[src/rtl/spi_lp_pkg.sv]
package spi_lp_pkg;

    typedef enum logic [1:0] {
        LP_NONE  = 2'd0,
        LP_ENTER = 2'd1,
        LP_EXIT  = 2'd2,
        LP_HOLD  = 2'd3
    } lp_evt_t;

    function automatic lp_evt_t lp_classify(input logic now, input logic prev);
        lp_evt_t e;
        case ({prev, now})
            2'b01:   e = LP_ENTER;
            2'b10:   e = LP_EXIT;
            2'b11:   e = LP_HOLD;
            default: e = LP_NONE;
        endcase
        return e;
    endfunction

endpackage

[src/rtl/spi_lp_sync.sv]
module spi_lp_sync #(
    parameter int          W       = 3,
    parameter int          STAGES  = 2,
    parameter logic [W-1:0] RST_VAL = '0
) (
    input  logic         clk,
    input  logic         rst_n,
    input  logic [W-1:0] async_i,
    output logic [W-1:0] sync_o
);

    logic [W-1:0] stg_d [STAGES];
    logic [W-1:0] stg_q [STAGES];

    generate
        for (genvar g = 0; g < STAGES; g++) begin : g_stage
            if (g == 0) begin : g_first
                assign stg_d[g] = async_i;
            end else begin : g_next
                assign stg_d[g] = stg_q[g-1];
            end
        end
    endgenerate

    always_ff @(posedge clk or negedge rst_n) begin
        if (!rst_n) begin
            for (int i = 0; i < STAGES; i++) stg_q[i] <= RST_VAL;
        end else begin
            for (int i = 0; i < STAGES; i++) stg_q[i] <= stg_d[i];
        end
    end

    assign sync_o = stg_q[STAGES-1];

endmodule

[src/rtl/spi_lp_shifter.sv]
module spi_lp_shifter #(
    parameter int FW = 8
) (
    input  logic          clk,
    input  logic          rst_n,
    input  logic          sck_s,
    input  logic          mosi_s,
    input  logic          ssn_s,
    input  logic [FW-1:0] tx_data_i,
    input  logic          tx_valid_i,
    output logic          miso_o,
    output logic          start_o,
    output logic          done_o,
    output logic [FW-1:0] byte_o,
    output logic          busy_o
);

    localparam int              CW   = (FW > 1) ? $clog2(FW) : 1;
    localparam logic [CW-1:0]   LAST = CW'(FW - 1);

    typedef struct packed {
        logic [FW-1:0] shreg;
        logic          smp;
        logic [CW-1:0] cnt;
        logic          sck_prev;
        logic          ssn_prev;
    } shift_st_t;

    shift_st_t st_d, st_q;
    logic      sck_rise, sck_fall;

    assign sck_rise = sck_s & ~st_q.sck_prev;
    assign sck_fall = ~sck_s & st_q.sck_prev;

    always_comb begin
        st_d          = st_q;
        start_o       = 1'b0;
        done_o        = 1'b0;
        byte_o        = {st_q.shreg[FW-2:0], mosi_s};
        st_d.sck_prev = sck_s;
        st_d.ssn_prev = ssn_s;
        if (ssn_s) begin
            st_d.cnt = '0;
        end else if (st_q.ssn_prev) begin
            start_o  = 1'b1;
            st_d.cnt = '0;
            if (tx_valid_i) st_d.shreg = tx_data_i;
        end else begin
            if (sck_rise) begin
                st_d.smp = mosi_s;
                if (st_q.cnt == LAST) begin
                    st_d.cnt = '0;
                    done_o   = 1'b1;
                end else begin
                    st_d.cnt = st_q.cnt + 1'b1;
                end
            end
            if (sck_fall) begin
                st_d.shreg = {st_q.shreg[FW-2:0], st_q.smp};
            end
        end
    end

    always_ff @(posedge clk or negedge rst_n) begin
        if (!rst_n) begin
            st_q <= '{shreg: '0, smp: 1'b0, cnt: '0, sck_prev: 1'b0, ssn_prev: 1'b1};
        end else begin
            st_q <= st_d;
        end
    end

    assign busy_o = ~ssn_s;
    assign miso_o = ~ssn_s & st_q.shreg[FW-1];

endmodule

[src/rtl/spi_lp_ctrl.sv]
module spi_lp_ctrl
    import spi_lp_pkg::*;
#(
    parameter int FW = 8
) (
    input  logic          clk,
    input  logic          rst_n,
    input  logic          lp_i,
    input  logic          en_i,
    input  logic          busy_i,
    input  logic          start_i,
    input  logic          done_pulse_i,
    input  logic [FW-1:0] byte_i,
    input  logic          tx_wr_i,
    input  logic [FW-1:0] tx_data_i,
    input  logic          stat_rd_i,
    input  logic          data_rd_i,
    output logic [FW-1:0] rx_o,
    output logic          done_o,
    output logic          irq_o,
    output logic [FW-1:0] tx_data_o,
    output logic          tx_valid_o
);

    typedef struct packed {
        logic [FW-1:0] rx;
        logic [FW-1:0] hold;
        logic [FW-1:0] txbuf;
        logic          txval;
        logic          done;
        logic          armed;
        logic          pend;
        logic          entry_mid;
        logic          lp_prev;
    } ctrl_st_t;

    ctrl_st_t      st_d, st_q;
    lp_evt_t       evt;
    logic          set_flag;
    logic          mid_now;
    logic [FW-1:0] new_rx;

    always_comb begin
        st_d         = st_q;
        st_d.lp_prev = lp_i;
        evt          = lp_classify(lp_i, st_q.lp_prev);
        set_flag     = 1'b0;
        new_rx       = st_q.rx;
        mid_now      = st_q.entry_mid;

        case (evt)
            LP_ENTER: begin
                mid_now   = busy_i;
                st_d.pend = 1'b0;
            end
            LP_EXIT: begin
                if (st_q.pend) begin
                    set_flag  = 1'b1;
                    new_rx    = st_q.hold;
                    st_d.pend = 1'b0;
                end
            end
            default: ;
        endcase

        st_d.entry_mid = (evt == LP_ENTER || evt == LP_HOLD) ? mid_now : 1'b0;

        if (done_pulse_i) begin
            if (!lp_i) begin
                set_flag = 1'b1;
                new_rx   = byte_i;
            end else if (mid_now) begin
                st_d.hold      = byte_i;
                st_d.pend      = 1'b1;
                st_d.entry_mid = 1'b0;
            end
        end

        if (data_rd_i && st_q.armed) begin
            st_d.done  = 1'b0;
            st_d.armed = 1'b0;
        end
        if (stat_rd_i && st_q.done) begin
            st_d.armed = 1'b1;
        end
        if (set_flag) begin
            st_d.done  = 1'b1;
            st_d.armed = 1'b0;
            st_d.rx    = new_rx;
        end

        if (tx_wr_i) begin
            st_d.txbuf = tx_data_i;
            st_d.txval = 1'b1;
        end else if (start_i) begin
            st_d.txval = 1'b0;
        end
    end

    always_ff @(posedge clk or negedge rst_n) begin
        if (!rst_n) begin
            st_q <= '0;
        end else begin
            st_q <= st_d;
        end
    end

    assign rx_o       = st_q.rx;
    assign done_o     = st_q.done;
    assign irq_o      = en_i & st_q.done;
    assign tx_data_o  = st_q.txbuf;
    assign tx_valid_o = st_q.txval;

endmodule

[src/rtl/spi_lp_slave.sv]
module spi_lp_slave #(
    parameter int FRAME_W     = 8,
    parameter int SYNC_STAGES = 2
) (
    input  logic               clk,
    input  logic               rst_n,
    input  logic               sck_i,
    input  logic               mosi_i,
    input  logic               ss_n_i,
    output logic               miso_o,
    input  logic               enable_i,
    input  logic               wait_req_i,
    input  logic               stop_req_i,
    input  logic               tx_wr_i,
    input  logic [FRAME_W-1:0] tx_data_i,
    input  logic               stat_rd_i,
    input  logic               data_rd_i,
    output logic [FRAME_W-1:0] rx_data_o,
    output logic               done_o,
    output logic               irq_o
);

    localparam int PIN_W = 3;

    logic [PIN_W-1:0]   pins_s;
    logic               frm_start, frm_done, frm_busy;
    logic [FRAME_W-1:0] frm_byte;
    logic [FRAME_W-1:0] txb_data;
    logic               txb_valid;
    logic               lp_req;

    assign lp_req = wait_req_i | stop_req_i;

    spi_lp_sync #(
        .W       (PIN_W),
        .STAGES  (SYNC_STAGES),
        .RST_VAL (3'b001)
    ) u_sync (
        .clk     (clk),
        .rst_n   (rst_n),
        .async_i ({sck_i, mosi_i, ss_n_i}),
        .sync_o  (pins_s)
    );

    spi_lp_shifter #(
        .FW (FRAME_W)
    ) u_shift (
        .clk        (clk),
        .rst_n      (rst_n),
        .sck_s      (pins_s[2]),
        .mosi_s     (pins_s[1]),
        .ssn_s      (pins_s[0]),
        .tx_data_i  (txb_data),
        .tx_valid_i (txb_valid),
        .miso_o     (miso_o),
        .start_o    (frm_start),
        .done_o     (frm_done),
        .byte_o     (frm_byte),
        .busy_o     (frm_busy)
    );

    spi_lp_ctrl #(
        .FW (FRAME_W)
    ) u_ctrl (
        .clk          (clk),
        .rst_n        (rst_n),
        .lp_i         (lp_req),
        .en_i         (enable_i),
        .busy_i       (frm_busy),
        .start_i      (frm_start),
        .done_pulse_i (frm_done),
        .byte_i       (frm_byte),
        .tx_wr_i      (tx_wr_i),
        .tx_data_i    (tx_data_i),
        .stat_rd_i    (stat_rd_i),
        .data_rd_i    (data_rd_i),
        .rx_o         (rx_data_o),
        .done_o       (done_o),
        .irq_o        (irq_o),
        .tx_data_o    (txb_data),
        .tx_valid_o   (txb_valid)
    );

endmodule

[config.mk]
export PLATFORM = sky130hd
export DESIGN_NAME = spi_lp_slave
export DESIGN_NICKNAME = d
export VERILOG_FILES = /design/src/rtl/spi_lp_pkg.sv /design/src/rtl/spi_lp_sync.sv /design/src/rtl/spi_lp_shifter.sv /design/src/rtl/spi_lp_ctrl.sv /design/src/rtl/spi_lp_slave.sv
export SDC_FILE = /design/constraint.sdc
export NUM_CORES = 1
export LEC_CHECK = 0
export ABC_AREA = 1
export BUFFER_PORTS_ARGS = -buffer_cell sky130_fd_sc_hd__buf_4
export CAP_MARGIN = 10
export CORE_ASPECT_RATIO = 1.4
export CORE_UTILIZATION = 37
export CTS_BUF_LIST = sky130_fd_sc_hd__clkbuf_8 sky130_fd_sc_hd__clkbuf_16
export DETAILED_ROUTE_END_ITERATION = 7
export HOLD_SLACK_MARGIN = 0.05
export MAX_ROUTING_LAYER = met4
export PLACE_DENSITY = 0.58
export SYNTH_ARGS = -nofsm -noshare
export SYNTH_HDL_FRONTEND = slang
export SYNTH_SLANG_ARGS = --single-unit
export TNS_END_PERCENT = 1
[constraint.sdc]
create_clock -name clk -period 1.6 [get_ports clk]
set_input_delay 0.24 -clock clk [delete_from_list [all_inputs] [get_ports clk]]
set_output_delay 0.24 -clock clk [all_outputs]
set_load 0.02 [all_outputs]
==> results.toml, run 1 <==
[outcome]
outcome = "finished with violations"
violations = "design-rule violations"

[logic_synthesis]
netlist_area_um2 = 2430
ys.flop_type = "dfrtp_1"
yosysUniqueCellTypes = 26
yosysTopAreaCell = "dfrtp_1"
synth_edf_count = 0
yosys_warnings = 0
synthTopCellsByArea = "dfrtp_1 (48%), nand2_1 (18%), o21ai_0 (4.7%), inv_1 (4.2%), nand3_1 (3.7%)"
ys_ff_latch = 50
ys_seq_area_frac = 0.516
syn_inst = 291
synth.top_cell.area_share = 0.484
syn_area_per_cell_um2 = 8.36
ys_async_sr_fraction = 1.00
syn_nets = 312

[detailed_routing]
avgViaCountPerCell = 4.60
num_vias = 1828
drt_pass1_iterations = 6
routed_wl_um = 4360
wl_per_cell_um = 11.0
detail-route-antenna-nets = 0
drc = 6
drt_iter0_drc = 94

[cts]
clock-sinks = 50
path_clk_slew_ns = 0.09
cts-htree-levels = 2
cts_root_buf = "clkbuf_8"
clock_path_buffers = 2
numCtsBuffers = 5
clkLatencyLatePin_ns = 0.31
cts_tree = "done"

[place]
hpwl_um = 3140
portBuffers = 29
dp_slack_ns = 0.0966
globalplace.congestion = 0.757

[timing]
max_freq_mhz = 686
finalCriticalPeriod_ns = 1.46
rsz0062_at_grt = "no"
drv_slew = 0
maxSlewHeadroom = 0.586
setup_viol = 0
worst_slew_pin_slew_ns = 0.620
worst_slack_ns = 0.143
finClkSkew_ns = 0.0117
tns_ns = 0
post-route-period-util = 0.911
hold_violations = 0

[layout]
utilization = 0.448
fin_nets = 345
diodes = 0
area_growth_pct = 15.9
drive_gt1_frac = 0.206

[pwr]
pwr-share-seq = 0.571
power.leakage_nw = 1.51
power.internal_mw = 1.80
switching_share = 0.261
vdd_drop_max_mv = 0.458
p_per_area_nw_per_um2 = 864
p_comb_frac = 0.119
switchingPower_mw = 0.635
clkPwrFrac = 0.309
power_mw = 2.44

[critical_path]
cp_data_required_time_ns = 1.81
rrSetupSlack_ns = 0.14
critPathKind = "reg -> reg"
critPathLaunchType = "flip-flop"
arrival_ns = 1.66
end_kind = "flip-flop"
worstPathMaxFanout = 8

[global_route]
grt_use_total = 0.151
grt_overflow_total = 0
grt_pass1_wl_um = 8010
gr-usage-met1 = 0.185
antenna_found_initial = 0
busiest_layer = "met2"
grt_use_met3 = 0.0320
first_global_vias = 1745
use_met2 = 0.240
grt_max_degree = 51

[flow_run]
cap_violations = 0

[floorplanning]
die_h_um = 97.9
ios = 30
core-area_um2 = 6300
num_rows = 34
die_w_um = 70.5
die_area_um2 = 6910
initial_utilization = 0.386

[min_path]
hp-class = "in -> reg"
-- cell usage after synthesis, types with 3 or more instances --
cell and number:
nand2_1 118, dfrtp_1 47, inv_1 27, o21ai_0 23, nand3_1 18, buf_4 8
o21ai_1 8, o21ai_2 6, buf_6 3, dfstp_2 3, nand2_4 3, nand4_1 3
nor2_8 3
-- logic make-up after synthesis --
logic type | after synthesis | share of synthesized area
simple gates | 154 | 0.288
flops | 50 | 0.516
buf+inv | 46 | 0.0947
compound gates | 39 | 0.0916
fa+ha+maj | 2 | 0.0103
-- registers in the layout (all words and copies together), names as in the netlist --
register,cells
u_ctrl.tx_valid_o,1
u_shift.st_q,7
u_ctrl.rx_o,8
u_ctrl.tx_data_o,8
u_shift.byte_o,7
u_ctrl.done_o,1
u_ctrl.st_q,12
u_sync.sync_o,3
u_sync.stg_d,3
-- routing by layer --
metal | wire (um) | vias up
met1 | 2030 | 807
met5 | 0 | -
met3 | 161 | 8
li1 | - | 980
met4 | 87 | 0
met2 | 2080 | 33
-- critical path: stages, from the launching register on --
cell and delay (ns):
dfrtp_1 0.41, ha_1 0.22, ha_1 0.23, inv_1 0.16, nor2_8 0.06, buf_4 0.15
nand3_1 0.07, nand2_1 0.05
-- path summary, 6_finish.rpt --
| check | end | depth (start not counted) | from |
|---|---|---|---|
| min | u_ctrl.tx_data_o[7]$_DFFE_PN0P_ | 3 | tx_data_i[7] |
| min in group asynchronous | u_sync.stg_d[2]$_DFF_PN0_ | 2 | rst_n |
| min reg2reg | u_sync.sync_o[2]$_DFF_PN0_ | 0 | u_sync.stg_d[2]$_DFF_PN0_ |
| max in group asynchronous | u_sync.stg_d[1]$_DFF_PN0_ | 2 | rst_n |
| max | u_ctrl.st_q[18]$_DFFE_PN0P_ | 7 | u_shift.st_q[2]$_DFFE_PN0P_ |
| max reg2reg | u_ctrl.st_q[18]$_DFFE_PN0P_ | 7 | u_shift.st_q[2]$_DFFE_PN0P_ |
-- layout by cell type, fill, tap and decap left out, types with 2 or more instances in the layout --
cell type,synthesis,routed
buf_4,8,37
clkbuf_8,0,6
dfrtp_1,47,47
dfstp_2,3,3
dlygate4sd3_1,0,4
ha_1,2,2
inv_1,27,28
inv_2,2,2
nand2_1,118,118
nand2_2,2,2
nand2_4,3,3
nand3_1,18,18
nand4_1,3,3
nor2_1,2,2
nor2_2,2,2
nor2_8,3,3
nor3_1,2,2
o21ai_0,23,23
o21ai_1,8,8
o21ai_2,6,6
-- through the flow --
step / hold WS (ns) / cells / area (um^2)
finish: 0.132 / 397 / 2820
CTS: 0.119 / 391 / 2780
global route: 0.123 / 397 / 2820
floorplan: -0.0556 / 291 / 2430
global placement: 0.307 / 379 / 2640
detailed placement: 0.306 / 379 / 2640
-- cell type report --
cell class                 instances  area, um^2
timing repair buffer              41         318
fill                             643        3480
clock inverter                     2        8.76
inverter                          31         119
multi-input combinational        195         947
tap                               72        90.1
sequential                        50        1250
clock buffer                       6        82.6
-- power groups by stage --
stage / combinational [mW] / sequential, mW / clock [mW]
after floorplan: 0.191 / 1.40 / 0
after global placement: 0.288 / 1.42 / 0
after detailed placement: 0.291 / 1.42 / 0
after CTS: 0.300 / 1.39 / 0.784
after global routing: 0.335 / 1.40 / 0.842
final: 0.290 / 1.39 / 0.754
-- timing repair --
action	CTS	global route
buffers inserted	0	6
endpoints found under the hold margin	50	0
setup endpoints to repair	0	8
hold buffers	4	0
gates resized for setup	0	0
Power figures use the tool's default switching activity.
==> run 2: changes to the inputs <==
--- a/config.mk
+++ b/config.mk
@@ -9,12 +9,12 @@
 export BUFFER_PORTS_ARGS = -buffer_cell sky130_fd_sc_hd__buf_4
 export CAP_MARGIN = 10
 export CORE_ASPECT_RATIO = 1.4
-export CORE_UTILIZATION = 37
+export CORE_UTILIZATION = 55
 export CTS_BUF_LIST = sky130_fd_sc_hd__clkbuf_8 sky130_fd_sc_hd__clkbuf_16
 export DETAILED_ROUTE_END_ITERATION = 7
 export HOLD_SLACK_MARGIN = 0.05
 export MAX_ROUTING_LAYER = met4
-export PLACE_DENSITY = 0.58
+export PLACE_DENSITY = 0.79
 export SYNTH_ARGS = -nofsm -noshare
 export SYNTH_HDL_FRONTEND = slang
 export SYNTH_SLANG_ARGS = --single-unit
==> run 2 against run 1 <==
The flow now finishes without violations. Register-to-register slack improved by 0.02 ns. Non-clock buffer count fell by 2. Die area fell by 32%. First-iteration DRC count fell by 13%. Clock power rose by 12%. Utilization rose by 21 points. Setup slack improved by 0.024 ns. Final cell count fell by 3.5%. Via count rose by 4.3%.
==> results.toml, run 2 (synthesized netlist as in run 1, its figures left out) <==
[timing]
drv_slew = 0
setup_viol = 0
rsz0062_at_grt = "no"
post-route-period-util = 0.896
worst_slack_ns = 0.167
finalCriticalPeriod_ns = 1.43
hold_ws_ns = 0.133
max_freq_mhz = 698
maxSlewHeadroom = 0.596
finClkSkew_ns = 0.00977
hold_violations = 0
tns_ns = 0
worst_slew_pin_slew_ns = 0.606

[pwr]
switching_share = 0.252
power.internal_mw = 1.89
p_comb_frac = 0.116
power.leakage_nw = 1.50
clkPwrFrac = 0.333
pwr-share-seq = 0.551
vdd_drop_max_mv = 0.872
p_per_area_nw_per_um2 = 901
switchingPower_mw = 0.638

[global_route]
grt_use_total = 0.211
antenna_found_initial = 0
grt_pass1_wl_um = 7310
grt_overflow_total = 0
first_global_vias = 1794
grt_max_degree = 51

[layout]
largest_reg_flops = 12
fin_nets = 343
final_common_cell = "nand2_1"
area_growth_pct = 15.5
diodes = 0
fill_cells = 350
mostFrequentLayoutCells = "nand2_1 (118), dfrtp_1 (47), buf_4 (35)"
drive_gt1_frac = 0.204
regMostFlops = "u_ctrl.st_q"

[critical_path]
cp_data_required_time_ns = 1.80
crit_path_max_incr_delay_ns = 0.41
path_buf_inv = 2
end_kind = "flip-flop"
critPathTopFamily = "adder cells"
cp_cell_sequence = "ha_1 -> ha_1 -> inv_1 -> nor2_8 -> buf_4 -> nand2_1 -> nand2_1"
arrival_ns = 1.64
critPathKind = "reg -> reg"
critPathLaunchType = "flip-flop"
worstPathMaxFanout = 8
crit_slowest_cell = "dfrtp_1"

[detailed_routing]
wl_per_cell_um = 11.0
drt_pass1_iterations = 4
num_vias = 1906
drt_iter0_drc = 82
routed_wl_um = 4220
drc = 0
detail-route-antenna-nets = 0
avgViaCountPerCell = 4.98

[cts]
cts_tree = "done"
numCtsBuffers = 5
cts-resized-gates = 0
path_clk_slew_ns = 0.09
cts-htree-levels = 2
cts_root_buf = "clkbuf_8"
clock-sinks = 50
clock_path_buffers = 2
clkLatencyLatePin_ns = 0.30

[floorplanning]
ios = 30
initial_utilization = 0.574
die_h_um = 80.7
die_w_um = 58.2
core-area_um2 = 4240
die_area_um2 = 4700
num_rows = 28

[place]
portBuffers = 29
dp_slack_ns = 0.148
hpwl_um = 2980
globalplace.congestion = 0.812

[min_path]
hp-class = "in -> reg"

[outcome]
outcome = "finished clean"

[flow_run]
cap_violations = 0
[run 2: changes by cell type in the layout (fill, tap and decap cells not counted)]
cell / previous run / this run
clkbuf_8: 6 / 8
buf_4: 37 / 35
clkinv_2: 1 / 0
inv_1: 28 / 27
[run 2: worst paths after layout]
kind                            cells past startpoint  slack (ns)                         endpoint                         from
worst min-delay path                                3        0.13  u_ctrl.tx_data_o[7]$_DFFE_PN0P_                 tx_data_i[7]
max in group asynchronous                           2        0.70    u_shift.byte_o[4]$_DFFE_PN0P_                        rst_n
worst min register to register                      0        0.35       u_sync.sync_o[2]$_DFF_PN0_    u_sync.stg_d[2]$_DFF_PN0_
worst max register to register                      7        0.17       u_ctrl.rx_o[3]$_DFFE_PN0P_  u_shift.st_q[2]$_DFFE_PN0P_
worst max-delay path                                7        0.17       u_ctrl.rx_o[3]$_DFFE_PN0P_  u_shift.st_q[2]$_DFFE_PN0P_
min in group asynchronous                           2        0.49      u_shift.st_q[2]$_DFFE_PN0P_                        rst_n
[run 2: cell type report]
cell class	count	area [um^2]	area share
Multi-Input combinational cell	195	947	0.337
Tap cell	60	75.1	0.0267
Sequential cell	50	1250	0.447
Inverter	31	119	0.0423
Timing Repair Buffer	39	303	0.108
Clock buffer	8	110	0.0392
[run 2: per-layer routing]
metal	vias up	GRT usage	wire (um)
met5	-	-	0
met4	0	0.0905	81
met3	8	0.0370	134
met2	43	0.382	2220
met1	885	0.221	1780
li1	970	-	-
[run 2: repair_timing]
item,in CTS,in global routing
endpoints found under the hold margin,50,0
setup endpoints to repair,0,8
hold buffers,4,0
setup buffers,0,5
[run 2: worst min-delay path, cell delays in order]
cell and delay, ns:
buf_4 0.07, nand2_1 0.04, nand2_1 0.05
[run 2: power by group through the flow]
stage	Clock (mW)	Sequential, mW	Combinational [mW]
after floorplan	0	1.40	0.191
after global placement	0	1.42	0.280
after detailed placement	0	1.42	0.288
after CTS	0.854	1.39	0.298
after global routing	0.884	1.41	0.334
final	0.844	1.39	0.293
[run 2: through the flow]
stage | power, mW | utilization | instance area, um^2 | cells
floorplan | 1.60 | - | 2430 | 291
CTS | 2.55 | 0.654 | 2770 | 378
global route | 2.63 | 0.663 | 2810 | 383
global placement | 1.70 | 0.618 | 2620 | 366
detailed placement | 1.71 | 0.618 | 2620 | 366
finish | 2.53 | 0.663 | 2810 | 383
==> run 3: changes to the inputs <==
--- a/config.mk
+++ b/config.mk
@@ -8,13 +8,15 @@
 export ABC_AREA = 1
 export BUFFER_PORTS_ARGS = -buffer_cell sky130_fd_sc_hd__buf_4
 export CAP_MARGIN = 10
+export CELL_PAD_IN_SITES_DETAIL_PLACEMENT = 2
+export CELL_PAD_IN_SITES_GLOBAL_PLACEMENT = 2
 export CORE_ASPECT_RATIO = 1.4
-export CORE_UTILIZATION = 55
+export CORE_UTILIZATION = 34
 export CTS_BUF_LIST = sky130_fd_sc_hd__clkbuf_8 sky130_fd_sc_hd__clkbuf_16
 export DETAILED_ROUTE_END_ITERATION = 7
 export HOLD_SLACK_MARGIN = 0.05
 export MAX_ROUTING_LAYER = met4
-export PLACE_DENSITY = 0.79
+export PLACE_DENSITY = 0.81
 export SYNTH_ARGS = -nofsm -noshare
 export SYNTH_HDL_FRONTEND = slang
 export SYNTH_SLANG_ARGS = --single-unit
==> run 3 against run 2 <==
Non-clock buffer count down 2. Sequential share of layout area down 0.47 points. Die area up 60%. Maximum frequency down 2.2%. Largest power group unchanged.
==> results.toml, run 3 (synthesized netlist as in run 1, its figures left out) <==
[detailed_routing]
drt_iter0_drc = 22
avgViaCountPerCell = 4.68
num_vias = 1945
routed_wl_um = 5780
drt_pass1_iterations = 4
drc = 0
detail-route-antenna-nets = 0
wl_per_cell_um = 13.9

[global_route]
grt_pass1_wl_um = 10100
grt_overflow_total = 0
antenna_found_initial = 0
grt_use_total = 0.182
first_global_vias = 2170
grt_max_degree = 51

[min_path]
hp-class = "in -> reg"
worstHoldPathCells = 3
holdPathEnd = "u_ctrl.tx_data_o[4]$_DFFE_PN0P_"
hp-start = "tx_data_i[4]"

[timing]
worst_slack_ns = 0.135
max_freq_mhz = 683
post-route-period-util = 0.915
tns_ns = 0
hold_violations = 0
setup_viol = 0
maxSlewHeadroom = 0.574
hold_ws_ns = 0.132
drv_slew = 0
finClkSkew_ns = 0.0106
rsz0062_at_grt = "no"
finalCriticalPeriod_ns = 1.46
worst_slew_pin_slew_ns = 0.640

[layout]
largest_reg_flops = 12
mostFrequentLayoutCells = "nand2_1 (118), dfrtp_1 (47), buf_4 (33)"
regMostFlops = "u_ctrl.st_q"
fin_nets = 341
utilization = 0.409
final_common_cell = "nand2_1"
diodes = 0
drive_gt1_frac = 0.202
fin_area_um2 = 2840
fill_cells = 849
stdcell_count = 416
area_growth_pct = 16.7

[pwr]
vdd_drop_max_mv = 0.508
p_per_area_nw_per_um2 = 920
power_mw = 2.61
power.leakage_nw = 1.49

[critical_path]
rr_worst_depth = 7
arrival_ns = 1.72
worstPathMaxFanout = 8
critPathKind = "reg -> reg"
critPathLaunchType = "flip-flop"
r2r_end = "u_ctrl.st_q[17]$_DFFE_PN0P_"
r2r-start = "u_shift.st_q[2]$_DFFE_PN0P_"
end_kind = "flip-flop"
cp_data_required_time_ns = 1.86
rrSetupSlack_ns = 0.14

[cts]
cts-htree-levels = 2
cts_root_buf = "clkbuf_8"
numCtsBuffers = 5
clock_path_buffers = 2
post_cts_buffers = 0
clock-sinks = 50
clkLatencyLatePin_ns = 0.31
path_clk_slew_ns = 0.10
cts_tree = "done"

[place]
globalplace.congestion = 0.725
hpwl_um = 4250
portBuffers = 29
dp_slack_ns = 0.103
placedCellCount = 404
place_area_um2 = 2690

[floorplanning]
initial_utilization = 0.351
die_area_um2 = 7500
core-area_um2 = 6940
ios = 30
die_w_um = 73.5
die_h_um = 102
num_rows = 36

[outcome]
outcome = "finished clean"

[flow_run]
cap_violations = 0
## run 3: changes by cell type in the layout (fill, tap and decap cells not counted)
cell       change
ha_2           +1
buf_4          -2
bufinv_16      +1
clkbuf_8       -3
clkinv_2       +2
ha_1           -1
## run 3: final cells by class
type,count,area [um^2],share of cell area
timing repair buffer,37,288,0.101
multi-input combinational,195,950,0.335
tap,95,119,0.0419
clock inverter,3,40.0,0.0141
clock buffer,5,68.8,0.0242
sequential,50,1250,0.442
inverter,31,119,0.0419
## run 3: worst max-delay path by stage
stage | start | to | slack [ns] | depth (start not counted)
floorplan | u_shift.st_q[2]$_DFFE_PN0P_ | u_ctrl.st_q[20]$_DFFE_PN0P_ | 0.24 | 7
global placement | u_shift.st_q[2]$_DFFE_PN0P_ | u_ctrl.st_q[19]$_DFFE_PN0P_ | 0.18 | 7
detailed placement | u_shift.st_q[2]$_DFFE_PN0P_ | u_ctrl.st_q[19]$_DFFE_PN0P_ | 0.10 | 7
CTS | u_shift.st_q[2]$_DFFE_PN0P_ | u_ctrl.st_q[17]$_DFFE_PN0P_ | 0.08 | 7
global route | u_shift.st_q[2]$_DFFE_PN0P_ | u_ctrl.st_q[14]$_DFFE_PN0P_ | 0.04 | 7
finish | u_shift.st_q[2]$_DFFE_PN0P_ | u_ctrl.st_q[17]$_DFFE_PN0P_ | 0.14 | 7
## run 3: critical path: stages (launching register included)
cell	delay (ns)
dfrtp_1	0.38
ha_1	0.17
ha_2	0.22
inv_1	0.11
nor2_8	0.21
buf_4	0.17
nand3_1	0.08
nand2_1	0.08
## run 3: metal layers
metal,wire length [um],vias to the layer above,GRT usage
met2,3170,31,0.331
met1,2420,942,0.201
met3,119,6,0.0266
met5,0,-,-
li1,-,966,-
met4,74,0,0.0577
## run 3: power breakdown
part           internal [mW]  switching, mW
Combinational          0.112          0.196
Sequential              1.35         0.0553
Clock                  0.461          0.441
## run 3: repair_timing
action / CTS / global route
endpoints found under the hold margin: 50 / 0
hold buffers: 4 / 0
endpoints found under the setup margin: 0 / 3
resized for setup: 0 / 1
